### src/rtl/dig_gate_pkg.sv
package dig_gate_pkg;

  // Control word fields; positions are fixed by the host write format.
  typedef struct packed {
    logic       clr;    // bit 7, handled elsewhere
    logic       lamp;   // bit 6
    logic       spare;  // bit 5
    logic       blink;  // bit 4
    logic       flash;  // bit 3
    logic [2:0] level;  // bits 2..0
  } ctrl_t;

  localparam logic [2:0] LVL_BLANK = 3'b111;
  localparam int unsigned LAMP_PCT = 53;

  // Nominal duty in percent for each brightness code.
  function automatic int unsigned pct_of(logic [2:0] lvl);
    case (lvl)
      3'd0:    return 100;
      3'd1:    return 80;
      3'd2:    return 53;
      3'd3:    return 40;
      3'd4:    return 27;
      3'd5:    return 20;
      3'd6:    return 13;
      default: return 0;
    endcase
  endfunction

  // Rounded number of counter steps for a duty.
  function automatic int unsigned on_steps(int unsigned pct, int unsigned steps);
    return (pct * steps + 50) / 100;
  endfunction

endpackage

### src/rtl/dig_duty_gen.sv
module dig_duty_gen
  import dig_gate_pkg::*;
#(
  parameter int unsigned PWM_STEPS = 15,
  localparam int unsigned PWM_W = $clog2(PWM_STEPS + 1)
) (
  input  logic [2:0]       level_i,
  input  logic [PWM_W-1:0] pwm_cnt_i,
  output logic             blank_o,
  output logic             duty_on_o,
  output logic             lamp_on_o
);

  localparam int unsigned LAMP_STEPS = on_steps(LAMP_PCT, PWM_STEPS);

  logic [31:0] cnt_ext;
  logic [31:0] on_cnt;

  always_comb begin
    cnt_ext   = 32'(pwm_cnt_i);
    on_cnt    = on_steps(pct_of(level_i), PWM_STEPS);
    blank_o   = (level_i == LVL_BLANK);
    duty_on_o = (cnt_ext < on_cnt);
    lamp_on_o = (cnt_ext < LAMP_STEPS);
  end

endmodule

### src/rtl/dig_group_mask.sv
module dig_group_mask #(
  parameter int unsigned NUM_CHARS = 8,
  localparam int unsigned IDX_W = $clog2(NUM_CHARS)
) (
  input  logic [IDX_W-1:0]     idx_i,
  input  logic [NUM_CHARS-1:0] flash_bits_i,
  input  logic                 flash_en_i,
  input  logic                 phase_i,
  output logic                 keep_o
);

  logic char_flashing;

  always_comb begin
    char_flashing = flash_bits_i[idx_i];
    keep_o        = !(flash_en_i && char_flashing && !phase_i);
  end

endmodule

### src/rtl/dig_column_gate.sv
module dig_column_gate
  import dig_gate_pkg::*;
#(
  parameter int unsigned NUM_GROUPS     = 4,
  parameter int unsigned COLS_PER_GROUP = 5,
  parameter int unsigned NUM_CHARS      = 8,
  parameter int unsigned PWM_STEPS      = 15,
  localparam int unsigned NCOL  = NUM_GROUPS * COLS_PER_GROUP,
  localparam int unsigned IDX_W = $clog2(NUM_CHARS),
  localparam int unsigned PWM_W = $clog2(PWM_STEPS + 1)
) (
  input  logic                        clk,
  input  logic                        rst_n,
  input  logic [NCOL-1:0]             dots_i,
  input  logic [NUM_GROUPS*IDX_W-1:0] grp_idx_i,
  input  logic [NUM_CHARS-1:0]        flash_bits_i,
  input  logic [7:0]                  ctrl_i,
  input  logic                        blink_ph_i,
  input  logic [PWM_W-1:0]            pwm_cnt_i,
  output logic [NCOL-1:0]             col_en_o
);

  ctrl_t cw;
  assign cw = ctrl_t'(ctrl_i);

  logic blank, duty_on, lamp_on;

  dig_duty_gen #(.PWM_STEPS(PWM_STEPS)) u_duty (
    .level_i   (cw.level),
    .pwm_cnt_i (pwm_cnt_i),
    .blank_o   (blank),
    .duty_on_o (duty_on),
    .lamp_on_o (lamp_on)
  );

  logic [NUM_GROUPS-1:0] grp_keep;
  logic [NCOL-1:0]       flash_mask;

  for (genvar g = 0; g < NUM_GROUPS; g++) begin : g_grp
    dig_group_mask #(.NUM_CHARS(NUM_CHARS)) u_mask (
      .idx_i        (grp_idx_i[g*IDX_W +: IDX_W]),
      .flash_bits_i (flash_bits_i),
      .flash_en_i   (cw.flash),
      .phase_i      (blink_ph_i),
      .keep_o       (grp_keep[g])
    );
    assign flash_mask[g*COLS_PER_GROUP +: COLS_PER_GROUP] = {COLS_PER_GROUP{grp_keep[g]}};
  end

  // Next-state: fixed priority blank > lamp > blink > flash > duty.
  logic [NCOL-1:0] col_d, col_q;

  always_comb begin
    if (blank) begin
      col_d = '0;
    end else if (cw.lamp) begin
      col_d = {NCOL{lamp_on}};
    end else if (cw.blink && !blink_ph_i) begin
      col_d = '0;
    end else begin
      col_d = dots_i & flash_mask & {NCOL{duty_on}};
    end
  end

  always_ff @(posedge clk or negedge rst_n) begin
    if (!rst_n) col_q <= '0;
    else        col_q <= col_d;
  end

  assign col_en_o = col_q;

  // Blank level wins over everything
  p_blank_off_r2: assert property (@(posedge clk) disable iff (!rst_n)
    (ctrl_i[2:0] == 3'b111) |=> (col_en_o == '0));

  // Lamp test lights all columns in the low counter steps
  p_lamp_all_r6: assert property (@(posedge clk) disable iff (!rst_n)
    (ctrl_i[2:0] != 3'b111 && ctrl_i[6] && pwm_cnt_i < 8) |=> (&col_en_o));

  // Blink low phase darkens the display
  p_blink_off_r4: assert property (@(posedge clk) disable iff (!rst_n)
    (!ctrl_i[6] && ctrl_i[4] && !blink_ph_i) |=> (col_en_o == '0));

  // Output never exceeds the pattern outside lamp test
  p_subset_r3: assert property (@(posedge clk) disable iff (!rst_n)
    (!ctrl_i[6]) |=> ((col_en_o & ~$past(dots_i)) == '0));

  // Last counter step is dark for every level
  p_last_step_r1: assert property (@(posedge clk) disable iff (!rst_n)
    (!ctrl_i[6] && pwm_cnt_i >= PWM_W'(PWM_STEPS)) |=> (col_en_o == '0));

endmodule

### config.mk
export PLATFORM = sky130hd
export DESIGN_NAME = dig_column_gate
export DESIGN_NICKNAME = d
export VERILOG_FILES = /design/src/rtl/dig_gate_pkg.sv /design/src/rtl/dig_duty_gen.sv /design/src/rtl/dig_group_mask.sv /design/src/rtl/dig_column_gate.sv
export SDC_FILE = /design/constraint.sdc
export NUM_CORES = 1
export LEC_CHECK = 0
export BUFFER_PORTS_ARGS = -buffer_cell sky130_fd_sc_hd__buf_2
export CAP_MARGIN = 25
export CORE_MARGIN = 1.5
export CORE_UTILIZATION = 60
export DETAILED_ROUTE_END_ITERATION = 6
export PLACE_DENSITY = 0.88
export SLEW_MARGIN = 10
export SYNTH_ARGS = -nofsm -noshare
export SYNTH_HDL_FRONTEND = slang
export SYNTH_SLANG_ARGS = --single-unit
export TNS_END_PERCENT = 30
### constraint.sdc
create_clock -name clk -period 1.3 [get_ports clk]
set_clock_uncertainty 0.05 [all_clocks]
set_input_delay 0.39 -clock clk [delete_from_list [all_inputs] [get_ports clk]]
set_output_delay 0.39 -clock clk [all_outputs]
set_load 0.01 [all_outputs]
==> results by group, run 1 <==
Run status
  • Result of the run: did not finish
  • Exit stage: global routing
  • Error text reported by the tool: [ERROR GRT-0116] Global routing finished with congestion. Check the congestion regions in the DRC Viewer.

Die
  • Rows: 26
  • Initial Utilization: 0.6159
  • DIE WIDTH: ~75 um
  • Overall die height: roughly 75 um
  • Top-level I/O count: 75

Synthesis
  • Synth Instances: about 370
  • Count of yosys warnings during synthesis: 0
  • Post-Synthesis Net Count: between 400 and 500
  • FFs w/ async S/R, synth: 1.000
  • Synthesized-area fraction occupied by and/or/nand/nor cells: 0.2067
  • Combinational family with the most area after synthesis: compound AO/OA/AOI/OAI gates
  • Post-Syn Area: slightly above 3000 sq um
  • Most used flip-flop cell after synthesis: sky130_fd_sc_hd__dfrtp_1
  • Sequential cell area fraction in the yosys report: 0.1612
  • Post-synth EDFFs: 0
  • Mux share of post-synthesis cell area: 0.08541
  • Mean post-synth cell area: between 8 and 9 sq um
  • Xor/xnor cell area share of the yosys netlist: 0.05600
  • Adder-cell share of the synthesized area: 0.1305
  • Compound-cell area share of the yosys netlist: 0.3010
  • Register bit total from synthesis: 20
  • Distinct cells, synth: 68

Global route
  • First-pass GRT wire length: approximately 32,000 um
  • Total congestion overflow after global routing: 42
  • Vias in the first global route: about 5.5k
  • Maximum number of pins on one net before global-route repair: 22
  • Global-route total usage across every layer: 0.7659

Placed design
  • Cell count after placement: 621
  • Count of input and output buffers: 72
  • Post-DP HPWL: 9835 um
  • Gp weighted congestion: ~1.1

Clock network
  • Clock H-tree levels: 1
  • CTS sink cnt: 20
  • Buffer levels on the longest clock path: 2
  • Clock buffer count from CTS: 3
  • Clock tree root buffer cell: sky130_fd_sc_hd__clkbuf_8
metal layers:
layer | global-route usage | GRT overflow
met4 | 0.8303 | 20
met2 | 0.9499 | 21
met1 | 0.7192 | 1
met3 | 0.6399 | 0
met5 | 0.1296 | 0
cell families after synthesis:
| logic type | after synthesis |
|---|---|
| AND/OR/NAND/NOR | 127 |
| XOR/XNOR | 19 |
| flip-flops | 20 |
| multiplexers | 16 |
| buffers and inverters | 42 |
| adder cells (fa/ha/maj) | 27 |
| AO/OA/AOI/OAI | 123 |
through the flow:
stage	worst slack (ns)	util	area (sq um)	TNS, ns
floorplan	-5.713	-	3372	-114.27
global placement	-5.766	0.9161	4619	-115.30
detailed placement	-6.318	0.9161	4619	-125.67
CTS	-5.613	0.9752	4917	-111.92
cell usage after synthesis (3+ instances only):
library cell               number  share of area
sky130_fd_sc_hd__fa_1           9          0.058
sky130_fd_sc_hd__dfrtp_1       20           0.16
sky130_fd_sc_hd__nand2_1       30          0.036
sky130_fd_sc_hd__mux2_2         4          0.015
sky130_fd_sc_hd__nor2b_1        7          0.014
sky130_fd_sc_hd__buf_2          6         0.0097
sky130_fd_sc_hd__nand3_1       11          0.018
sky130_fd_sc_hd__xnor2_1       15          0.042
sky130_fd_sc_hd__xor2_1         3         0.0085
sky130_fd_sc_hd__nor2_1        32          0.039
sky130_fd_sc_hd__a41o_1        20          0.064
sky130_fd_sc_hd__o211ai_1       3         0.0073
sky130_fd_sc_hd__a311oi_1       3         0.0085
sky130_fd_sc_hd__a211oi_1       4         0.0097
sky130_fd_sc_hd__inv_1         22          0.027
sky130_fd_sc_hd__ha_1          18          0.073
sky130_fd_sc_hd__o21a_1         5          0.012
sky130_fd_sc_hd__a31oi_1        7          0.014
sky130_fd_sc_hd__or2_2          8          0.016
sky130_fd_sc_hd__clkbuf_1      11          0.013
sky130_fd_sc_hd__and2_1         5          0.010
sky130_fd_sc_hd__a21oi_1       24          0.039
sky130_fd_sc_hd__or3_1          3         0.0060
sky130_fd_sc_hd__a32o_1         3         0.0097
sky130_fd_sc_hd__o31ai_1        6          0.015
sky130_fd_sc_hd__o21ai_0       17          0.027
sky130_fd_sc_hd__mux4_2         8          0.058
sky130_fd_sc_hd__mux2i_1        4          0.013
sky130_fd_sc_hd__nand2b_1       5          0.010
sky130_fd_sc_hd__nor3_1        12          0.019
repair_timing:
item | 4_1_cts
pin swaps | 30
cloned | 1
resized for setup | 32
buffers inserted | 12
endpoints found under the setup margin | 20
hold buffers | 0
==> run 2: changes to the inputs <==
Settings changed: CORE_UTILIZATION 60 to 40, PLACE_DENSITY 0.88 to default, PLACE_DENSITY_LB_ADDON from default to 0.15.
==> results by group, run 2 <==
Run status
  • Result of the run: finished with violations (was did not finish)
  • Failing checks: negative setup slack

Power
  • Power share of the combinational group: 0.823
  • PwrDens: roughly 1400 nW/um^2
  • Cell-internal power: 4.203 mW
  • Power share of the clock group: 0.064
  • IR drop worst, VDD: slightly above 900 uV
  • Static power due to leakage: 2.555 nW
  • Sw power: about 3.0 mW
  • Switching share of power: 0.4183
  • Sequential Power Share: 0.112

Layout
  • Top library cells by usage in the layout, fill and taps aside: 147 x sky130_fd_sc_hd__buf_4, 70 x sky130_fd_sc_hd__buf_2, 29 x sky130_fd_sc_hd__nor2_1, 29 x sky130_fd_sc_hd__nand2_1
  • Filler cells: roughly 620
  • Multi-input gate area: 2715 sq um
  • Area taken by flip-flops and latches: ~500 sq um
  • Growth of design area from synthesis to finish: 64.38%
  • Final cell area excluding filler cells: slightly above 5000 sq um
  • Proportion of layout cells with a drive suffix above 1: 0.5283
  • Nets: roughly 670
  • Most common cell after layout, fill and taps aside: sky130_fd_sc_hd__buf_4
  • Max reg flops: 20

Synthesis
  • Post-Synthesis Net Count: 456 (unchanged)
  • Most used flip-flop cell after synthesis: sky130_fd_sc_hd__dfrtp_1 (unchanged)
  • Leading area contributor after synthesis: sky130_fd_sc_hd__dfrtp_1 (unchanged)
  • Top area cells in the synthesized netlist: sky130_fd_sc_hd__dfrtp_1 16%, sky130_fd_sc_hd__ha_1 7.3%, sky130_fd_sc_hd__a41o_1 6.4% (unchanged)
  • Synth Instances: 374 (unchanged)
  • Sequential cell area fraction in the yosys report: 0.1612 (unchanged)
  • List of most frequent post-synthesis cells: 32 x sky130_fd_sc_hd__nor2_1, 30 x sky130_fd_sc_hd__nand2_1, 24 x sky130_fd_sc_hd__a21oi_1 (unchanged)
  • Distinct cells, synth: 68 (unchanged)
  • Post-synth EDFFs: 0 (unchanged)
  • FFs w/ async S/R, synth: 1.000 (unchanged)
  • Register bit total from synthesis: 20 (unchanged)
  • Most common cell in the synthesized netlist: sky130_fd_sc_hd__nor2_1 (unchanged)
  • Count of yosys warnings during synthesis: 0 (unchanged)
  • Proportion of netlist area held by the largest area contributor: 0.1612 (unchanged)
  • Post-Syn Area: 3105 sq um (unchanged)
  • Mean post-synth cell area: 8.303 sq um (unchanged)

Route
  • WL per Instance: approximately 16 um
  • TritonRoute pass-1 iters: 5
  • Vias per inst: roughly 5.4
  • Detailed router's first-iteration violation count: around 210
  • Total length of routed wires: 10,600 um
  • Total number of vias: 3,691
  • Post-route DRC: 0
  • Antenna viol nets, final: 0

Clock network
  • CTS sink cnt: 20 (unchanged)
  • Clock buffer count from CTS: 3 (unchanged)
  • Buffer levels on the longest clock path: 2 (unchanged)
  • Clock tree root buffer cell: sky130_fd_sc_hd__clkbuf_8 (unchanged)
  • Clock edge transition at the registers on the reported setup and hold paths: 0.07 ns
  • TritonCTS clock tree: built
  • Clock H-tree levels: 1 (unchanged)
  • CTS hold repair buffers: 0 (unchanged)

Placed design
  • Gp weighted congestion: 1.007 (was 1.064)
  • Count of input and output buffers: 72 (unchanged)
  • Dpl cell area: 4693 sq um (was 4619 sq um)
  • Pre-CTS worst setup slack: -5.941 ns (was -6.318 ns)
  • Post-DP HPWL: 8580 um (was 9835 um)

STA
  • Relative slew slack: 0.7124
  • FMAX: approximately 0.15 GHz
  • Total negative slack: -109.65 ns
  • Fin. Hold Viols: 0
  • Worst Tran Pin Value: between 0.4 and 0.5 ns
  • Number of pins exceeding their max-slew limit in the final report: 0
  • Endpoints failing setup: 20
  • Worst-case setup margin in the final layout: -5.494 ns
  • Worst slack on hold paths: between 0.002 and 0.0025 ns
  • Crit path time final: roughly 6.8 ns
  • Setup repair after global routing missed its margin: yes
  • Post-route fraction of the period consumed by the critical path: 5.226

Die
  • Rows: 31 (was 26)
  • Die area: around 8300 sq um
  • Overall die height: 91.11 um (was 74.95 um)
  • CORE AREA: 7370 sq um
  • DIE WIDTH: 91.11 um (was 74.95 um)
  • Top-level I/O count: 75 (unchanged)
  • Initial Utilization: 0.4214 (was 0.6159)

Global route
  • Maximum number of pins on one net before global-route repair: 21
  • First-pass GRT wire length: about 18,000 um
  • Initial antenna violation count: 1
  • Total congestion overflow after global routing: 0
  • Vias in the first global route: around 3.7k
  • Global-route total usage across every layer: 0.2614

Worst setup path
  • Critical Path Slowest Stage Cell: sky130_fd_sc_hd__fa_1
  • Crit Path Category: primary input to register
  • Crit path max-delay family: compound AO/OA/AOI/OAI gates
  • Critical Path End Type: register
  • Arrival time worst endpoint: between 6 and 7 ns
  • Type of origin of the critical path: primary input
  • Critical path peak fanout: 20
  • Maximum cell stage delay along the critical path: 0.52 ns
  • Worst Path Buf+Inv: 6
  • Required time at the worst-slack endpoint: approximately 1.4 ns

Job
  • Number of max-cap violations: 0

Min path
  • Path class of the lowest-slack min-delay path: primary input to async pin
==> run 2: final cells by class <==
type / instances / share of cell area
inverters: 22 / 0.01863
well taps: 99 / 0.02426
multi-input cells: 312 / 0.5319
flip-flops and latches: 20 / 0.09804
diodes: 1 / 0.0004902
repair buffers: 225 / 0.3159
clock buffers: 4 / 0.01078
==> run 2: per-layer routing <==
metal | track usage | wire [um] | part of all wire | vias up
met5 | 0 | 0 | 0 | -
met4 | 0.07292 | 217 | 0.020 | 0
met3 | 0.01926 | 600 | 0.057 | 19
met2 | 0.4677 | 5208 | 0.49 | 110
met1 | 0.3358 | 4576 | 0.43 | 1736
li1 | - | - | - | 1826
==> run 2: timing repair <==
item | 4_1_cts | 5_1_grt
resized for setup | 24 | 8
setup buffers | 15 | 6
pin swaps | 30 | 14
gates cloned | 2 | 0
setup endpoints to repair | 20 | 20
==> run 2: cells by family after synthesis <==
kind of cell | Yosys count | share of synthesized area
and+or+nand+nor | 127 | 0.2067
AOI/OAI and AO/OA | 123 | 0.3010
buffers and inverters | 42 | 0.05923
adders and majority gates | 27 | 0.1305
DFF | 20 | 0.1612
xor gates and xnor gates | 19 | 0.05601
muxes | 16 | 0.08541
==> run 2: stage by stage <==
| step | cells | utilization | power, mW |
|---|---|---|---|
| after global routing | 683 | 0.6927 | 7.767 |
| after floorplan | 374 | - | 4.054 |
| final | 683 | 0.6927 | 7.226 |
| after detailed placement | 655 | 0.6368 | 6.118 |
| after CTS | 676 | 0.6795 | 7.022 |
| after global placement | 655 | 0.6368 | 6.013 |
==> run 2: final timing paths <==
| kind | from | to | slack (ns) | depth (start not counted) |
|---|---|---|---|---|
| max in group asynchronous | rst_n | col_en_o[18]$_DFF_PN0_ | 0.90 | 1 |
| setup / recovery | ctrl_i[1] | col_en_o[11]$_DFF_PN0_ | -5.49 | 34 |
| min in group clk | dots_i[15] | col_en_o[15]$_DFF_PN0_ | 0.33 | 2 |
| hold / removal | rst_n | col_en_o[4]$_DFF_PN0_ | 0.002 | 1 |
==> run 2: power groups by stage <==
stage	Clock [mW]	Sequential (mW)	Combinational [mW]
floorplan	0	0.923	3.13
global placement	0	0.823	5.19
detailed placement	0	0.823	5.29
CTS	0.474	0.811	5.74
global route	0.495	0.821	6.45
finish	0.464	0.812	5.95
Note: power is estimated with default switching activity, not from simulation.
